==> config.mk <==
export PLATFORM = sky130hd
export DESIGN_NAME = typed_csr
export DESIGN_NICKNAME = d
export VERILOG_FILES = /design/src/rtl/csr_pkg.sv /design/src/rtl/csr_rst_sync.sv /design/src/rtl/csr_flop_field.sv /design/src/rtl/csr_watch_field.sv /design/src/rtl/csr_read_port.sv /design/src/rtl/typed_csr.sv
export SDC_FILE = /design/constraint.sdc
export NUM_CORES = 1
export LEC_CHECK = 0
export ABC_AREA = 1
export ABC_CLOCK_PERIOD_IN_PS = 1200
export CAP_MARGIN = 20
export CORE_UTILIZATION = 41
export DETAILED_ROUTE_END_ITERATION = 10
export PLACE_DENSITY = 0.81
export SETUP_SLACK_MARGIN = 0.05
export SYNTH_ARGS = -nofsm -noshare
export SYNTH_HDL_FRONTEND = slang
export SYNTH_SLANG_ARGS = --single-unit
==> constraint.sdc <==
create_clock -name clk -period 1.2 [get_ports clk]
set_clock_uncertainty 0.15 [all_clocks]
set_input_delay 0.24 -clock clk [delete_from_list [all_inputs] [get_ports clk]]
set_output_delay 0.24 -clock clk [all_outputs]
set_load 0.01 [all_outputs]
==> src/rtl/csr_pkg.sv <==
package csr_pkg;

  typedef enum logic [1:0] {
    BUS_IDLE  = 2'd0,
    BUS_READ  = 2'd1,
    BUS_WRITE = 2'd2
  } bus_op_e;

  function automatic logic [31:0] fld_mask(input int lsb, input int w);
    return ((32'h1 << w) - 32'h1) << lsb;
  endfunction

endpackage

==> src/rtl/csr_rst_sync.sv <==
module csr_rst_sync #(
  parameter int STAGES = 2
) (
  input  logic clk,
  input  logic rst_n,
  output logic rst_sync_n
);

  logic [STAGES-1:0] sh_q;

  always_ff @(posedge clk or negedge rst_n) begin
    if (!rst_n) sh_q <= '0;
    else        sh_q <= {sh_q[STAGES-2:0], 1'b1};
  end

  assign rst_sync_n = sh_q[STAGES-1];

endmodule

==> src/rtl/csr_flop_field.sv <==
module csr_flop_field #(
  parameter int W = 3
) (
  input  logic         clk,
  input  logic         rst_n,
  input  logic         wr_en,
  input  logic [W-1:0] wdata,
  output logic [W-1:0] q
);

  logic [W-1:0] q_d;

  always_comb begin
    q_d = q;
    if (wr_en) q_d = wdata;
  end

  always_ff @(posedge clk or negedge rst_n) begin
    if (!rst_n) q <= '0;
    else        q <= q_d;
  end

  AST_FIELD_LOADS: assert property (@(posedge clk) disable iff (!rst_n)
    wr_en |=> q == $past(wdata));
  AST_FIELD_HOLDS: assert property (@(posedge clk) disable iff (!rst_n)
    !wr_en |=> $stable(q));

endmodule

==> src/rtl/csr_watch_field.sv <==
module csr_watch_field #(
  parameter int W = 2
) (
  input  logic         clk,
  input  logic         rst_n,
  input  logic         wr_en,
  input  logic [W-1:0] wdata,
  output logic [W-1:0] q,
  output logic         wr_pulse
);

  logic pulse_d;

  csr_flop_field #(.W(W)) u_val (
    .clk   (clk),
    .rst_n (rst_n),
    .wr_en (wr_en),
    .wdata (wdata),
    .q     (q)
  );

  always_comb pulse_d = wr_en;

  always_ff @(posedge clk or negedge rst_n) begin
    if (!rst_n) wr_pulse <= 1'b0;
    else        wr_pulse <= pulse_d;
  end

  AST_PULSE_AFTER_WRITE: assert property (@(posedge clk) disable iff (!rst_n)
    wr_en |=> wr_pulse);
  AST_PULSE_ONLY_AFTER_WRITE: assert property (@(posedge clk) disable iff (!rst_n)
    !wr_en |=> !wr_pulse);

endmodule

==> src/rtl/csr_read_port.sv <==
module csr_read_port #(
  parameter int DW      = 8,
  parameter int CTL_LSB = 0,
  parameter int CTL_W   = 3,
  parameter int WCH_LSB = 3,
  parameter int WCH_W   = 2,
  parameter int STS_LSB = 5,
  parameter int STS_W   = 3
) (
  input  logic             clk,
  input  logic             rst_n,
  input  logic             rd_en,
  input  logic [CTL_W-1:0] ctl,
  input  logic [WCH_W-1:0] wch,
  input  logic [STS_W-1:0] sts,
  output logic [DW-1:0]    rdata
);

  logic [DW-1:0] word;
  logic [DW-1:0] rdata_d;

  always_comb begin
    word = '0;
    word[CTL_LSB +: CTL_W] = ctl;
    word[WCH_LSB +: WCH_W] = wch;
    word[STS_LSB +: STS_W] = sts;
  end

  always_comb begin
    rdata_d = rdata;
    if (rd_en) rdata_d = word;
  end

  always_ff @(posedge clk or negedge rst_n) begin
    if (!rst_n) rdata <= '0;
    else        rdata <= rdata_d;
  end

  AST_RDATA_HOLD: assert property (@(posedge clk) disable iff (!rst_n)
    !rd_en |=> $stable(rdata));

endmodule

==> src/rtl/typed_csr.sv <==
module typed_csr
  import csr_pkg::*;
#(
  parameter int DW         = 8,
  parameter int CTL_LSB    = 0,
  parameter int CTL_W      = 3,
  parameter int WCH_LSB    = 3,
  parameter int WCH_W      = 2,
  parameter int STS_LSB    = 5,
  parameter int STS_W      = 3,
  parameter int SYNC_STAGES = 2
) (
  input  logic             clk,
  input  logic             rst_n,
  input  logic             bus_req,
  input  logic             bus_we,
  input  logic [DW-1:0]    bus_wdata,
  output logic [DW-1:0]    bus_rdata,
  input  logic [STS_W-1:0] sts_i,
  output logic [CTL_W-1:0] ctl_o,
  output logic [WCH_W-1:0] wch_o,
  output logic             wch_wr_o
);

  localparam logic [31:0] WR_MASK32 = fld_mask(CTL_LSB, CTL_W) | fld_mask(WCH_LSB, WCH_W);
  localparam logic [DW-1:0] WR_MASK = WR_MASK32[DW-1:0];

  logic    rst_s_n;
  bus_op_e op;
  logic    wr_en;
  logic    rd_en;
  logic    unused_ro_wbits;

  csr_rst_sync #(.STAGES(SYNC_STAGES)) u_rst (
    .clk        (clk),
    .rst_n      (rst_n),
    .rst_sync_n (rst_s_n)
  );

  always_comb begin
    op = BUS_IDLE;
    if (bus_req) op = bus_we ? BUS_WRITE : BUS_READ;
  end

  assign wr_en = (op == BUS_WRITE);
  assign rd_en = (op == BUS_READ);

  // Status bit positions take no part in a write.
  assign unused_ro_wbits = ^(bus_wdata & ~WR_MASK);

  csr_flop_field #(.W(CTL_W)) u_ctl (
    .clk   (clk),
    .rst_n (rst_s_n),
    .wr_en (wr_en),
    .wdata (bus_wdata[CTL_LSB +: CTL_W]),
    .q     (ctl_o)
  );

  csr_watch_field #(.W(WCH_W)) u_wch (
    .clk      (clk),
    .rst_n    (rst_s_n),
    .wr_en    (wr_en),
    .wdata    (bus_wdata[WCH_LSB +: WCH_W]),
    .q        (wch_o),
    .wr_pulse (wch_wr_o)
  );

  csr_read_port #(
    .DW(DW), .CTL_LSB(CTL_LSB), .CTL_W(CTL_W),
    .WCH_LSB(WCH_LSB), .WCH_W(WCH_W), .STS_LSB(STS_LSB), .STS_W(STS_W)
  ) u_rd (
    .clk   (clk),
    .rst_n (rst_s_n),
    .rd_en (rd_en),
    .ctl   (ctl_o),
    .wch   (wch_o),
    .sts   (sts_i),
    .rdata (bus_rdata)
  );

  AST_RD_STATUS_LIVE: assert property (@(posedge clk) disable iff (!rst_s_n)
    rd_en |=> bus_rdata[STS_LSB +: STS_W] == $past(sts_i));
  AST_RD_CTL_FIELD: assert property (@(posedge clk) disable iff (!rst_s_n)
    rd_en |=> bus_rdata[CTL_LSB +: CTL_W] == $past(ctl_o));
  AST_PULSE_WITH_VALUE: assert property (@(posedge clk) disable iff (!rst_s_n)
    wch_wr_o |-> wch_o == $past(bus_wdata[WCH_LSB +: WCH_W]));
  AST_IN_RESET_QUIET: assert property (@(posedge clk)
    !rst_s_n |-> (!wch_wr_o && ctl_o == '0 && wch_o == '0));

endmodule

==> flow_metrics.tcl, run 1 <==
set metrics [dict create \
    status "finished, violations left" \
    violations "setup timing" \
    ir_drop_v 0.000729 \
    grt_antenna_before_repair 0 \
    htree_num_levels 1 \
    crit_slowest_cell "dfrtp_1" \
    place.gp.congestion 0.705 \
    drt_iter0_markers 26 \
    fin_hold_ws_ns 0.0792 \
    crit_chain "buf_6" \
    nNetsFinal 123 \
    synth_most_common_cell "nand2_1" \
    setup_viol 2 \
    syn-num-nets 76 \
    synth-edff-count 0 \
    clkTransAtPathRegs_ns 0.08 \
    cts_tree "done" \
    critical_path.top_delay_family "flip-flops" \
    portBuffers 25 \
    leakage_nw 0.548 \
    worst_slack_ns -0.0148 \
    crit_type "reg2out" \
    first_pass_iters 4 \
    finalPower_mw 1.25 \
    max_slew_margin 0.632 \
    final_util 0.723 \
    hold_path_class "reg2async" \
    cts.sinks 16 \
    area_growth_pct 60.6 \
    max_freq_ghz 0.823 \
    critPathMaxStageDelay_ns 0.41 \
    synth_cells 61 \
    cts_buffers 3 \
    start_util 0.450 \
    p_per_area_mw_per_mm2 1290 \
    cp_data_arrival_time_ns 0.82 \
    cp_data_required_time_ns 0.81 \
    seq_area_frac_synth 0.667 \
    tightest_slew_ns 0.552 \
    placedCellCount 110 \
    wl_per_cell_um 10.7 \
    grt_pass1_wl_mm 1.86 \
    n_antenna_cell 0 \
    antenna_left 0 \
    layout_min_cycle_time_ns 1.21 \
    wirelength_mm 1.30 \
    vias 575 \
    ios 29 \
    grt_overflow_total 0 \
    clk_latency_ns 0.28 \
    die_y_um 40.3 \
    maxCapViolCount 0 \
    core_mm2 0.00133 \
    via_per_inst 4.75 \
    netlist.area_leader.share 0.667 \
    synthTopCellsByCount "27 x nand2_1, 16 x dfrtp_1, 13 x nand3_1" \
    grt_max_degree 15 \
    yosys_warnings 0 \
    dpl_worst_slack_ns -0.244 \
    hpwl_um 902 \
    final_cells 121 \
    period_share 1.01 \
    finalHoldViolations 0 \
    cp-start-kind "flop" \
    synth_cell_types 8 \
    drc 0 \
    cp.buffers_inverters 1 \
    end_kind "output pin" \
    synth_area_per_cell_um2 9.85 \
    die_x_um 40.3 \
    yosysTopAreaCell "dfrtp_1" \
    synth-async-reset-ratio 1.00 \
    cts-root-buf "clkbuf_4" \
    synth_ff_type "dfrtp_1" \
    synth_seq_cells 16 \
    drive_above_1_share 0.349 \
    rsz0062_at_grt "true" \
    slew_viol_final 0 \
    synthTopCellsByArea "dfrtp_1 67%, nand2_1 17%, nand3_1 11%, buf_6 1.9%, nand2_4 1.9%" \
    grt_pass1_vias 448 \
    clock_path_buffers 2 \
    rows 13 \
    die-area_mm2 0.00162 \
    cp_max_fo 2 \
    synth_area_um2 601 \
    track_usage 0.179 \
]
stage by stage:
stage | setup TNS [ns] | area [um2]
after floorplan | 0 | 601
after global placement | -3.21 | 933
after detailed placement | -3.49 | 933
after CTS | -0.00202 | 925
after global routing | -0.375 | 965
final | -0.0172 | 965
path summary, 6_finish.rpt:
| check | start | end | slack, ns | cells after the start |
|---|---|---|---|---|
| max in group asynchronous | rst_n | u_rst.sh_q[0] | 0.27 | 2 |
| max | u_wch.u_val.q[1] | wch_o[1] | -0.01 | 1 |
| min in group clk | u_rst.sh_q[0] | u_rst.sh_q[1] | 0.22 | 0 |
| max reg2reg | u_wch.u_val.q[0] | u_rd.rdata[3] | 0.08 | 5 |
| min reg2reg | u_rst.sh_q[1] | u_rd.rdata[0] | 0.08 | 0 |
| min | u_rst.sh_q[1] | u_rd.rdata[0] | 0.08 | 0 |
placed cells by master (no fill, tap or decap), types with 2 or more instances in the layout:
master	netlist	final
clkdlybuf4s50_1	0	10
nand3_1	13	12
buf_4	0	17
buf_6	1	2
dfrtp_1	16	16
clkbuf_4	0	3
nand2_1	27	27
buf_2	0	12
flip-flops by register name (all words and copies together), names as in the netlist:
register	flops
u_rd.rdata	8
u_ctl.q	3
u_rst.sh_q	2
u_wch.u_val.q	2
u_wch.wr_pulse	1
cell type report:
| cell class | count | area (um2) |
|---|---|---|
| Timing Repair Buffer | 43 | 329 |
| Tap cell | 15 | 18.8 |
| Clock buffer | 3 | 22.5 |
| Multi-Input combinational cell | 42 | 186 |
| Sequential cell | 16 | 400 |
| Inverter | 2 | 7.51 |
| Fill cell | 107 | 369 |
cell families after synthesis:
family,Yosys count,synth area share
AND/OR/NAND/NOR,41,0.296
other,1,0.00624
buffers and inverters,3,0.0312
flip-flops,16,0.667
where the power goes:
part | switching, mW | internal (mW)
Sequential | 0.0412 | 0.604
Combinational | 0.140 | 0.192
Clock | 0.153 | 0.116
Total | 0.334 | 0.913
repair_timing:
item | CTS | global route
resized for setup | 57 | 3
hold endpoints to repair | 2 | 0
endpoints found under the setup margin | 15 | 14
hold buffers | 1 | 0
setup buffers | 4 | 3
pin swaps | 0 | 1
layer usage:
layer / GRT usage / vias to the layer above / part of all wire
met4: 0.0750 / 0 / 0.021
met5: 0 / - / 0
met2: 0.282 / 24 / 0.48
met1: 0.230 / 262 / 0.44
met3: 0.0500 / 4 / 0.060
li1: - / 285 / -
No activity file was read; power rests on OpenSTA's default activity.
==> run 2, diff against run 1 <==
--- a/config.mk
+++ b/config.mk
@@ -15,3 +15,4 @@
 export SYNTH_ARGS = -nofsm -noshare
 export SYNTH_HDL_FRONTEND = slang
 export SYNTH_SLANG_ARGS = --single-unit
+export TNS_END_PERCENT = 30
==> run 2 against run 1 <==
Compared with the run above:
- the flow still finishes with violations (setup timing)
- worst hold slack got worse by 0.00091 ns
- combinational power fell by 6.6%
- sequential share of layout area rose by 1.2 points
- highest routed layer unchanged
==> flow_metrics.tcl, run 2 (synthesis gave the netlist of run 1 again) <==
set metrics [dict create \
    grt_overflow_total 0 \
    crit_type "reg2out" \
    placedCellCount 110 \
    r2r_setup_slack_ns 0.15 \
    wl_per_cell_um 10.8 \
    die-area_mm2 0.00162 \
    slew_viol_final 0 \
    hpwl_um 902 \
    crit_slowest_cell "dfrtp_1" \
    max_slew_margin 0.631 \
    r2r-end "u_rd.rdata[4]" \
    core_mm2 0.00133 \
    die_x_um 40.3 \
    finalPower_mw 1.22 \
    nNetsFinal 120 \
    largest_register_ffs 8 \
    cts-root-buf "clkbuf_4" \
    die_y_um 40.3 \
    grt_antenna_before_repair 0 \
    grt_use_met1 0.230 \
    rsz0062_at_grt "true" \
    tightest_slew_ns 0.553 \
    dpl_cell_area_um2 933 \
    grt_use_met2 0.282 \
    cp-start-kind "flop" \
    cts.sinks 16 \
    swShare 0.267 \
    drt_iter0_markers 20 \
    clock_path_buffers 2 \
    critPathMaxStageDelay_ns 0.41 \
    via_per_inst 4.69 \
    layout_min_cycle_time_ns 1.22 \
    maxCapViolCount 0 \
    place.gp.congestion 0.705 \
    period_share 1.01 \
    cts_buffers 3 \
    multi_input_area_um2 181 \
    cp_data_arrival_time_ns 0.83 \
    grt_max_degree 15 \
    drive_above_1_share 0.320 \
    p_per_area_mw_per_mm2 1300 \
    rows 13 \
    fin_area_um2 937 \
    fillers 115 \
    cp.buffers_inverters 1 \
    status "finished, violations left" \
    internal-power_uw 896 \
    largest-register "u_rd.rdata" \
    power_switching_uw 326 \
    crit_chain "buf_6" \
    antenna_left 0 \
    final_util 0.703 \
    n_antenna_cell 0 \
    critical_path.top_delay_family "flip-flops" \
    violations "setup timing" \
    portBuffers 25 \
    area_growth_pct 56.0 \
    grt_use_met3 0.0500 \
    grt_pass1_vias 448 \
    wirelength_mm 1.28 \
    cp.depth 1 \
    grt_busiest_layer "met2" \
    track_usage 0.179 \
    clkPwrFrac 0.218 \
    ir_drop_v 0.000720 \
    grt_pass1_wl_mm 1.86 \
    vias 554 \
    ios 29 \
    clkTransAtPathRegs_ns 0.08 \
    start_util 0.450 \
    final_cell_mix "27 x nand2_1, 16 x dfrtp_1, 14 x buf_4" \
    reg_top3 "u_rd.rdata x8, u_ctl.q x3" \
    max_freq_ghz 0.822 \
    ff_latch_area_um2 400 \
    p_seq_frac 0.528 \
    leakage_nw 0.532 \
    end_kind "output pin" \
    setup_viol 3 \
    drc 0 \
    power_frac_comb 0.253 \
    hold_path_class "reg2async" \
    r2r_start "u_wch.u_val.q[1]" \
    cp_max_fo 2 \
    clk_latency_ns 0.27 \
    worst_slack_ns -0.0160 \
    layout_commonest_cell "nand2_1" \
    cp_data_required_time_ns 0.81 \
    final_cells 118 \
    htree_num_levels 1 \
    finalHoldViolations 0 \
    cts_tree "done" \
    first_pass_iters 4 \
    reg2reg_depth 4 \
]
## run 2: cell count changes in the layout (fill, tap and decap cells not counted), sizes merged
cell | previous run | this run
buf | 31 | 28
## run 2: routing by layer
metal,share of wire,vias up
met4,0.021,0
li1,-,279
met2,0.48,21
met1,0.44,250
met5,0,-
met3,0.058,4
## run 2: final cells by class
| type | count | area share |
|---|---|---|
| tap | 15 | 0.0200 |
| sequential | 16 | 0.427 |
| timing repair buffer | 40 | 0.327 |
| clock buffer | 3 | 0.0240 |
| multi-input combinational | 42 | 0.194 |
| inverter | 2 | 0.00801 |
## run 2: timing repair
| item | CTS | global route |
|---|---|---|
| buffers inserted | 4 | 0 |
| hold buffers | 1 | 0 |
| endpoints found under the hold margin | 2 | 0 |
| resized for setup | 57 | 2 |
| setup endpoints to repair | 15 | 14 |
## run 2: metrics by stage
stage	setup slack [ns]	setup TNS, ns	hold slack, ns
after floorplan	0.399	0	-0.206
after global placement	-0.230	-3.21	0.0826
after detailed placement	-0.244	-3.49	0.0928
after CTS	-0.00202	-0.00202	0.101
after global routing	-0.0404	-0.391	0.144
final	-0.0160	-0.0257	0.0783
## run 2: worst max path at each step
stage / end / start
CTS: bus_rdata[3] / u_rd.rdata[3]
global route: bus_rdata[2] / u_rd.rdata[2]
finish: wch_o[1] / u_wch.u_val.q[1]
global placement: u_rd.rdata[0] / bus_req
floorplan: u_rd.rdata[0] / u_ctl.q[0]
detailed placement: u_rd.rdata[3] / bus_req
## run 2: power groups by stage
stage	Combinational [mW]	Clock [mW]	Sequential (mW)
CTS	0.303	0.272	0.644
finish	0.310	0.267	0.646
global placement	0.327	0	0.653
global route	0.342	0.312	0.654
floorplan	0.0684	0	0.688
detailed placement	0.333	0	0.658
==> run 3, diff against run 2 <==
--- a/config.mk
+++ b/config.mk
@@ -6,12 +6,13 @@
 export NUM_CORES = 1
 export LEC_CHECK = 0
 export ABC_AREA = 1
-export ABC_CLOCK_PERIOD_IN_PS = 1200
+export ABC_CLOCK_PERIOD_IN_PS = 1300
 export CAP_MARGIN = 20
-export CORE_UTILIZATION = 41
+export CORE_UTILIZATION = 38
 export DETAILED_ROUTE_END_ITERATION = 10
-export PLACE_DENSITY = 0.81
+export PLACE_DENSITY = 0.76
 export SETUP_SLACK_MARGIN = 0.05
+export SLEW_MARGIN = 25
 export SYNTH_ARGS = -nofsm -noshare
 export SYNTH_HDL_FRONTEND = slang
 export SYNTH_SLANG_ARGS = --single-unit
==> constraint.sdc (replaced) <==
create_clock -name clk -period 1.3 [get_ports clk]
set_clock_uncertainty 0.15 [all_clocks]
set_input_delay 0.26 -clock clk [delete_from_list [all_inputs] [get_ports clk]]
set_output_delay 0.26 -clock clk [all_outputs]
set_load 0.1 [all_outputs]
==> run 3 against run 2 <==
Compared with the run above:
- the flow still finishes with violations (setup timing)
- sequential power shrank 0.6%
- clock power decreased by 2%
- final cell count is 5.1% lower
- critical path depth is the same
- routed wire length rose by 5.0%
- sequential share of layout area is 5.2 points lower
- sequential cell count did not move
- critical path type unchanged
- largest power group is now combinational cells
- highest routed layer unchanged
==> flow_metrics.tcl, run 3 (synthesis gave the netlist of run 1 again) <==
set metrics [dict create \
    cts_tree "done" \
    grt_max_degree 15 \
    slew_viol_final 0 \
    end_kind "output pin" \
    fin_hold_ws_ns 0.0691 \
    final_cell_mix "27 x nand2_1, 14 x buf_12, 13 x nand3_1" \
    clk_latency_ns 0.27 \
    cp_data_required_time_ns 0.89 \
    clkTransAtPathRegs_ns 0.09 \
    cts-root-buf "clkbuf_4" \
    cp.depth 1 \
    finalHoldViolations 0 \
    max_slew_margin 0.645 \
    cts_resized 0 \
    grt_overflow_total 0 \
    start_util 0.434 \
    portBuffers 25 \
    nNetsFinal 113 \
    grt_antenna_before_repair 0 \
    cts_buffers 3 \
    clock_path_buffers 2 \
    die-area_mm2 0.00174 \
    ir_drop_v 0.000933 \
    fillers 89 \
    grt_pass1_vias 527 \
    grt_pass1_wl_mm 2.33 \
    crit_end "wch_o[0]" \
    r2r_setup_slack_ns 0.35 \
    cp-start-kind "flop" \
    r2r-end "u_ctl.q[2]" \
    rsz0062_at_grt "true" \
    first_pass_iters 4 \
    die_x_um 41.8 \
    crit_type "reg2out" \
    multi_input_area_um2 181 \
    cp_max_fo 3 \
    largest_register_ffs 8 \
    die_y_um 41.8 \
    final_cells 112 \
    drt_iter0_markers 11 \
    area_growth_pct 83.1 \
    placedCellCount 104 \
    status "finished, violations left" \
    wirelength_mm 1.34 \
    cp_data_arrival_time_ns 0.90 \
    critical_path.top_delay_family "flip-flops" \
    ff_latch_area_um2 413 \
    maxCapViolCount 0 \
    crit_start "u_wch.u_val.q[0]" \
    setup_viol 1 \
    antenna_left 0 \
    drive_above_1_share 0.371 \
    via_per_inst 4.90 \
    crit_slowest_cell "dfrtp_2" \
    hold_path_class "reg2async" \
    worst_slack_ns -0.00865 \
    drc 0 \
    tightest_slew_ns 0.533 \
    hpwl_um 983 \
    place.gp.congestion 0.728 \
    r2r_start "u_ctl.q[2]" \
    period_share 1.01 \
    reg2reg_depth 3 \
    track_usage 0.177 \
    max_freq_ghz 0.764 \
    layout_commonest_cell "nand2_1" \
    reg_top3 "u_rd.rdata x8, u_ctl.q x3" \
    htree_num_levels 1 \
    leakage_nw 0.542 \
    crit_chain "buf_12" \
    rows 13 \
    ios 29 \
    finalPower_mw 1.73 \
    vias 549 \
    largest-register "u_rd.rdata" \
    layout_min_cycle_time_ns 1.31 \
    core_mm2 0.00138 \
    wl_per_cell_um 12.0 \
    cts.sinks 16 \
    cp.buffers_inverters 1 \
    n_antenna_cell 0 \
    p_per_area_mw_per_mm2 1570 \
    violations "setup timing" \
    critPathMaxStageDelay_ns 0.45 \
]
-- run 3: how the worst min path moves through the flow --
| stage | from | end | slack (ns) | depth (start not counted) |
|---|---|---|---|---|
| 2_1_floorplan | rst_n | u_rst.sh_q[0] | -0.19 | 0 |
| 3_3_place_gp | u_rst.sh_q[1] | u_rd.rdata[7] | 0.08 | 0 |
| 3_5_place_dp | u_rst.sh_q[1] | u_rd.rdata[6] | 0.09 | 0 |
| 4_1_cts | u_rst.sh_q[1] | u_wch.wr_pulse | 0.09 | 0 |
| 5_1_grt | u_rst.sh_q[1] | u_rd.rdata[5] | 0.13 | 0 |
| 6_report | u_rst.sh_q[1] | u_wch.wr_pulse | 0.07 | 0 |
-- run 3: cell type report --
type | count | share of cell area
Clock buffer | 4 | 0.0239
Inverter | 2 | 0.00683
Multi-Input combinational cell | 42 | 0.165
Sequential cell | 16 | 0.375
Tap cell | 15 | 0.0171
Timing Repair Buffer | 33 | 0.412
-- run 3: power breakdown --
part / leakage [nW] / switching, mW / internal (mW)
Sequential: 0.187 / 0.0755 / 0.567
Clock: 0.0150 / 0.142 / 0.119
Combinational: 0.341 / 0.522 / 0.301
Total: 0.542 / 0.739 / 0.987
-- run 3: worst register-to-register path, stage by stage, from the launching register on --
cell     delay (ns)
dfrtp_2        0.44
buf_4          0.14
nand2_1        0.07
nand2_1        0.05
-- run 3: layer usage --
metal	vias up	GRT usage	routed length (um)
met5	-	0	0
met4	0	0.0774	12
met3	2	0.0304	72
met2	22	0.291	703
met1	258	0.229	552
li1	267	-	-
-- run 3: stage by stage --
stage / utilization / TNS [ns] / cell area [um2] / worst slack [ns]
2_1_floorplan: - / -0.0231 / 613 / -0.00771
3_3_place_gp: 0.753 / -0.864 / 1040 / -0.0706
3_5_place_dp: 0.753 / -1.26 / 1040 / -0.121
4_1_cts: 0.795 / -0.0186 / 1100 / -0.0114
5_1_grt: 0.795 / -0.211 / 1100 / -0.0289
6_report: 0.795 / -0.00865 / 1100 / -0.00865
-- run 3: timing repair --
action / in CTS / in global routing
endpoints found under the setup margin: 14 / 14
hold buffers: 1 / 0
hold endpoints to repair: 2 / 0
setup buffers: 3 / 0
